===== src/rtl/sig_pkg.sv =====
package sig_pkg;
  localparam int ROW_W  = 17;
  localparam int SIG_W  = 128;
  localparam int WORD_W = 32;
  localparam int REG_AW = 3;
  localparam int NUM_WORDS = SIG_W / WORD_W;
  localparam int GO_BIT = ROW_W;

  localparam logic [REG_AW-1:0] ADDR_FIRST  = 3'd0;
  localparam logic [REG_AW-1:0] ADDR_LAST   = 3'd1;
  localparam logic [REG_AW-1:0] ADDR_WORD0  = 3'd2;
  localparam logic [REG_AW-1:0] ADDR_STATUS = 3'd6;
  localparam logic [REG_AW-1:0] ADDR_CLEAR  = 3'd7;

  typedef struct packed {
    logic clear;
    logic fold;
  } sig_strobe_t;
endpackage


===== src/rtl/sig_ctrl.sv =====
module sig_ctrl
  import sig_pkg::*;
(
  input  logic              clk,
  input  logic              rstN,
  input  logic [REG_AW-1:0] regAddr,
  input  logic              regWrEn,
  input  logic [WORD_W-1:0] regWrData,
  output logic [ROW_W-1:0]  firstRow,
  output logic [ROW_W-1:0]  lastRow,
  output logic              busy,
  output logic              done,
  output logic              memRdEn,
  output logic [ROW_W-1:0]  memRdAddr,
  output sig_strobe_t       strobe
);
  logic [ROW_W-1:0] firstQ, lastQ, cursorQ, endQ;
  logic busyQ, issueQ, validQ, tailQ, doneQ;
  logic goReq, clrReq, finish, atEnd;
  logic [ROW_W-1:0] lastIn;

  assign lastIn = regWrData[ROW_W-1:0];
  assign goReq  = regWrEn && (regAddr == ADDR_LAST) && regWrData[GO_BIT] && !busyQ;
  assign clrReq = regWrEn && (regAddr == ADDR_CLEAR) && regWrData[0];
  assign atEnd  = (cursorQ == endQ);
  assign finish = validQ && tailQ;

  always_ff @(posedge clk or negedge rstN) begin
    if (!rstN) begin
      firstQ <= '0;
      lastQ  <= '0;
    end else if (regWrEn) begin
      if (regAddr == ADDR_FIRST) firstQ <= regWrData[ROW_W-1:0];
      if (regAddr == ADDR_LAST)  lastQ  <= lastIn;
    end
  end

  always_ff @(posedge clk or negedge rstN) begin
    if (!rstN) begin
      busyQ   <= 1'b0;
      issueQ  <= 1'b0;
      cursorQ <= '0;
      endQ    <= '0;
    end else if (goReq) begin
      busyQ   <= 1'b1;
      issueQ  <= 1'b1;
      cursorQ <= firstQ;
      endQ    <= (lastIn < firstQ) ? firstQ : lastIn;
    end else begin
      if (issueQ) begin
        cursorQ <= cursorQ + 1'b1;
        if (atEnd) issueQ <= 1'b0;
      end
      if (finish) busyQ <= 1'b0;
    end
  end

  always_ff @(posedge clk or negedge rstN) begin
    if (!rstN) begin
      validQ <= 1'b0;
      tailQ  <= 1'b0;
      doneQ  <= 1'b0;
    end else begin
      validQ <= issueQ;
      tailQ  <= issueQ && atEnd;
      if (finish)                doneQ <= 1'b1;
      else if (goReq || clrReq)  doneQ <= 1'b0;
    end
  end

  assign firstRow     = firstQ;
  assign lastRow      = lastQ;
  assign busy         = busyQ;
  assign done         = doneQ;
  assign memRdEn      = issueQ;
  assign memRdAddr    = cursorQ;
  assign strobe.clear = goReq;
  assign strobe.fold  = validQ;
endmodule


===== src/rtl/sig_datapath.sv =====
module sig_datapath
  import sig_pkg::*;
#(
  parameter logic [SIG_W-1:0] TAPS = 128'h0000_0000_0000_0000_0000_0000_2800_0005
)(
  input  logic              clk,
  input  logic              rstN,
  input  sig_strobe_t       strobe,
  input  logic [SIG_W-1:0]  rowData,
  output logic [SIG_W-1:0]  sigValue,
  output logic [WORD_W-1:0] sigWords [NUM_WORDS]
);
  logic [SIG_W-1:0] sigQ, sigNext;

  assign sigNext = {sigQ[SIG_W-2:0], 1'b0}
                 ^ ({SIG_W{sigQ[SIG_W-1]}} & TAPS)
                 ^ rowData;

  always_ff @(posedge clk or negedge rstN) begin
    if (!rstN)             sigQ <= '0;
    else if (strobe.clear) sigQ <= '0;
    else if (strobe.fold)  sigQ <= sigNext;
  end

  for (genvar w = 0; w < NUM_WORDS; w++) begin : g_word
    assign sigWords[w] = sigQ[w*WORD_W +: WORD_W];
  end

  assign sigValue = sigQ;
endmodule


===== src/rtl/mem_sig_engine.sv =====
module mem_sig_engine
  import sig_pkg::*;
(
  input  logic                clk,
  input  logic                rstN,
  input  logic [REG_AW-1:0]   regAddr,
  input  logic                regWrEn,
  input  logic [WORD_W-1:0]   regWrData,
  output logic [WORD_W-1:0]   regRdData,
  output logic                memRdEn,
  output logic [ROW_W-1:0]    memRdAddr,
  input  logic [SIG_W-1:0]    memRdData
);
  sig_strobe_t      strobe;
  logic [ROW_W-1:0] firstRow, lastRow;
  logic             busy, done;
  logic [SIG_W-1:0] sigValue;
  logic [WORD_W-1:0] sigWords [NUM_WORDS];

  sig_ctrl u_ctrl (
    .clk(clk), .rstN(rstN), .regAddr(regAddr), .regWrEn(regWrEn),
    .regWrData(regWrData), .firstRow(firstRow), .lastRow(lastRow),
    .busy(busy), .done(done), .memRdEn(memRdEn), .memRdAddr(memRdAddr),
    .strobe(strobe)
  );

  sig_datapath u_dp (
    .clk(clk), .rstN(rstN), .strobe(strobe), .rowData(memRdData),
    .sigValue(sigValue), .sigWords(sigWords)
  );

  always_comb begin
    regRdData = '0;
    case (regAddr)
      ADDR_FIRST:  regRdData[ROW_W-1:0] = firstRow;
      ADDR_LAST:   begin
        regRdData[ROW_W-1:0] = lastRow;
        regRdData[GO_BIT]    = busy;
      end
      ADDR_STATUS: regRdData[0] = done;
      default: begin
        if (regAddr >= ADDR_WORD0 && regAddr < ADDR_WORD0 + NUM_WORDS)
          regRdData = sigWords[regAddr - ADDR_WORD0];
      end
    endcase
  end
endmodule


===== config.mk =====
export PLATFORM = sky130hd
export DESIGN_NAME = mem_sig_engine
export DESIGN_NICKNAME = d
export VERILOG_FILES = /design/src/rtl/sig_pkg.sv /design/src/rtl/sig_ctrl.sv /design/src/rtl/sig_datapath.sv /design/src/rtl/mem_sig_engine.sv
export SDC_FILE = /design/constraint.sdc
export NUM_CORES = 1
export LEC_CHECK = 0
export BUFFER_PORTS_ARGS = -buffer_cell sky130_fd_sc_hd__buf_4
export CAP_MARGIN = 40
export CORE_MARGIN = 4
export CORE_UTILIZATION = 55
export DETAILED_ROUTE_END_ITERATION = 16
export PLACE_DENSITY_LB_ADDON = 0.15
export SYNTH_ARGS = -nofsm -noshare
export SYNTH_HDL_FRONTEND = slang
export SYNTH_SLANG_ARGS = --single-unit

===== constraint.sdc =====
create_clock -name clk -period 3.35 [get_ports clk]
set_input_delay 0.5025 -clock clk [delete_from_list [all_inputs] [get_ports clk]]
set_output_delay 0.5025 -clock clk [all_outputs]
set_load 0.005 [all_outputs]

==> implementation parameters <==
Parameter                              Value

Outcome
  Run status ... complete, no violations

Die
  Core Box Area ... 19720 sq um
  Chip Width ... 150.6 microns
  DIE AREA ... 22670 sq um
  Io pins ... 216
  Number of rows in the core area ... 51
  Height of the die ... 150.6 microns
  Initial Util ... 0.5670

Clock network
  Insertion delay to the later sink of the worst-skew pair ... 510 ps
  Clk Tree Root Cell ... clkbuf_16
  Total of cells resized after clock tree synthesis ... 0
  Number of buffers inserted for hold repair after clock tree synthesis ... 1
  Clock tree buffer depth ... 3
  CTS tree ... built
  Clock transition time at the flip-flop clock pins of the worst setup and hold paths ... 60 ps
  CTS H-tree lvls ... 1
  Postcts setup bufs ... 0
  CTS Buf Count ... 22
  # clock sinks ... 201

Placed design
  Placed instance count ... 1468
  Place WS ... 414.1 ps
  Port bufs ... 201
  Final HPWL from detailed placement ... 20440 microns
  Final weighted congestion in routability-driven placement ... 0.8310

Synth
  Synthesized flop and latch total ... 201
  Fraction of post-synthesis cell area in the top cell type by area ... 0.4499
  Library cell with the largest summed area after synthesis ... dfrtp_1
  Per-instance average area after synthesis ... 10.53 sq um
  Number of warnings printed during yosys synthesis ... 0
  Top flip-flop cell by instance count after synthesis ... dfrtp_1
  Cell types with the largest area share after synthesis ... dfrtp_1 45%, xnor2_1 12%, a211oi_1 8.4%
  Number of unique standard cell types used by synthesis ... 52
  Cells after Synth ... 1062
  Post-synth EDFFs ... 0
  Async set-reset flop share out of synthesis ... 1.000
  Net Count, Synth ... 1245
  Part of the Yosys area used for sequential elements ... 0.4499
  Synth Cell Area ... 11180 sq um

STA
  Hold slack final ... 235.1 ps
  Setup violators final ... 0
  Max Fclk ... 370.2 MHz
  Unrepaired setup endpoints after global routing ... false
  Setup TNS ... 0 ps
  Post-route fraction of the period consumed by the critical path ... 0.8063
  Count of endpoints failing hold in the final timing report ... 0
  Clock Skew ... 14.87 ps
  Max-Slew Margin vs Limit ... 0.4699
  Slew of the pin with the lowest slew margin ... 795.1 ps
  Fin crit period ... 2701 ps
  Max-slew violation count ... 0
  Fin worst setup slack ... 649.0 ps

Drt
  Drt via density ... 5.743
  Initial detailed-routing violation count ... 506
  Remaining antenna violation count ... 0
  Detailed Routing Iterations Pass 1 ... 5
  Number of vias after detailed routing ... 8655
  Detailed-route DRC error count ... 0
  Final WL ... 28840 microns
  Routed wirelength normalized by instance count ... 19.14 microns

Global routing
  GR Layer Usage met3 ... 0.05960
  Sum of overflow across all layers after global routing ... 0
  GRT Util Overall ... 0.2556
  Antenna violations before repair ... 1
  Fraction of met1 tracks used by global routing ... 0.3580
  First-pass GRT wire length ... 46050 microns
  Highest-utilization routing layer at the global route stage ... met2
  Met2 global-route usage ... 0.4026
  Number of global-route vias before repair ... 8621
  Maximum number of pins on one net before global-route repair ... 136

Setup path
  Setup crit end kind ... register
  Type of the worst setup path ... reg2reg
  Crit start category ... register
  Maximum fanout along the worst path ... 17
  Required @ worst endpoint ... 3700 ps
  Data arrival time of the critical path ... 3050 ps

Finish
  Cell Count, Final, Fillers Out ... 1507
  Fraction of layout instances using a drive strength above 1 ... 0.2603
  Layout-stage area growth over the synthesis result ... 21.83%
  Final Net Count ... 1411
  Most common cell after layout, fill and taps aside ... buf_4
  Most frequent cells in the layout ... 211 x buf_4, 200 x dfrtp_1, 156 x xnor2_1

Pwr
  Total power density per cell area ... 664.5 nW/um^2
  Peak VDD IR ... 0.4115 mV
  Total leakage power ... 5.558 nW
  Overall power after layout ... 9.052 mW

Run
  Number of max-cap violations ... 0

Hold path
  Min-Delay Path Class ... in2reg
final cells by class:
| type | instances | area (sq um) |
|---|---|---|
| fill | 1530 | 6096 |
| antenna | 1 | 2.502 |
| tap | 265 | 331.6 |
| inverter | 26 | 97.59 |
| timing repair buffer | 220 | 1748 |
| multi-input combinational | 757 | 5692 |
| clock inverter | 3 | 40.04 |
| clock buffer | 34 | 676.9 |
| sequential | 201 | 5034 |
critical path, stage by stage (launching register included):
cell       delay (ps)
dfrtp_1           380
inv_1              70
ha_1              310
nand4_1           220
or3_1             450
a2111oi_4         220
or3_1             680
o211ai_1          210
registers in the layout (all words and copies together), names as in the netlist, 17 cells and up:
register / count
u_ctrl.firstRow: 17
u_ctrl.endQ: 17
u_ctrl.memRdAddr: 17
u_ctrl.lastRow: 17
u_dp.sigValue: 128
logic make-up (layout without fill, tap and decap cells):
logic type               count (synthesis)  after routing  share of synthesized area
flip-flops                             201            201                     0.4499
adder cells (fa/ha/maj)                 17             17                    0.01902
AO/OA/AOI/OAI                          234            234                     0.1589
AND/OR/NAND/NOR                        278            278                     0.1059
XOR/XNOR                               165            165                     0.1293
buffers and inverters                  104            283                    0.04275
other                                    0              1                          0
multiplexers                            63             63                    0.09434
report_power, final:
| group | internal [mW] | switching [mW] |
|---|---|---|
| clock network | 1.46 | 0.973 |
| logic | 1.59 | 1.14 |
| registers | 3.12 | 0.776 |
per-layer routing:
layer / share of wire / vias up / routed length, microns
met2: 0.47 / 259 / 13650
met5: 0 / - / 0
met3: 0.074 / 49 / 2130
li1: - / 4109 / -
met4: 0.025 / 0 / 724
met1: 0.43 / 4238 / 12330
stage by stage:
step,utilization,cell area [sq um]
6_report,0.6908,13620
5_1_grt,0.6908,13620
4_1_cts,0.6907,13620
3_5_place_dp,0.6538,12890
3_3_place_gp,0.6538,12890
2_1_floorplan,-,11180
cells in the mapped netlist (all sizes together), types with 2 or more instances:
| library cell | number |
|---|---|
| buf | 32 |
| a21oi | 4 |
| nand3 | 7 |
| mux2i | 12 |
| o211a | 9 |
| o211ai | 19 |
| nor2b | 17 |
| nand2 | 82 |
| mux2 | 19 |
| nor2 | 142 |
| clkbuf | 45 |
| mux4 | 32 |
| dfrtp | 201 |
| and3 | 6 |
| nor4 | 2 |
| o311ai | 17 |
| ha | 17 |
| nand4 | 7 |
| or3 | 2 |
| inv | 26 |
| nor3 | 5 |
| xor2 | 8 |
| o22ai | 7 |
| or2 | 2 |
| xnor2 | 157 |
| o21ai | 36 |
| a2111oi | 2 |
| nand3b | 2 |
| a211oi | 125 |
| o31ai | 9 |
final timing paths:
path,start,end,slack (ps),cells after the start
worst min-delay path,regWrData[7],u_ctrl.firstRow[7]$_DFFE_PN0P_,240,3
worst max-delay path,u_ctrl.firstRow[16]$_DFFE_PN0P_,u_ctrl.endQ[3]$_DFFE_PN0N_,650,7
min in group asynchronous,rstN,u_dp.sigValue[88]$_DFFE_PN0P_,540,2
worst min register to register,u_ctrl.tailQ$_DFF_PN0_,u_ctrl.done$_DFFE_PN0P_,500,2
max in group asynchronous,rstN,u_dp.sigValue[126]$_DFFE_PN0P_,1850,3
worst max register to register,u_ctrl.firstRow[16]$_DFFE_PN0P_,u_ctrl.endQ[3]$_DFFE_PN0N_,650,7
Power figures use the tool's default switching activity.
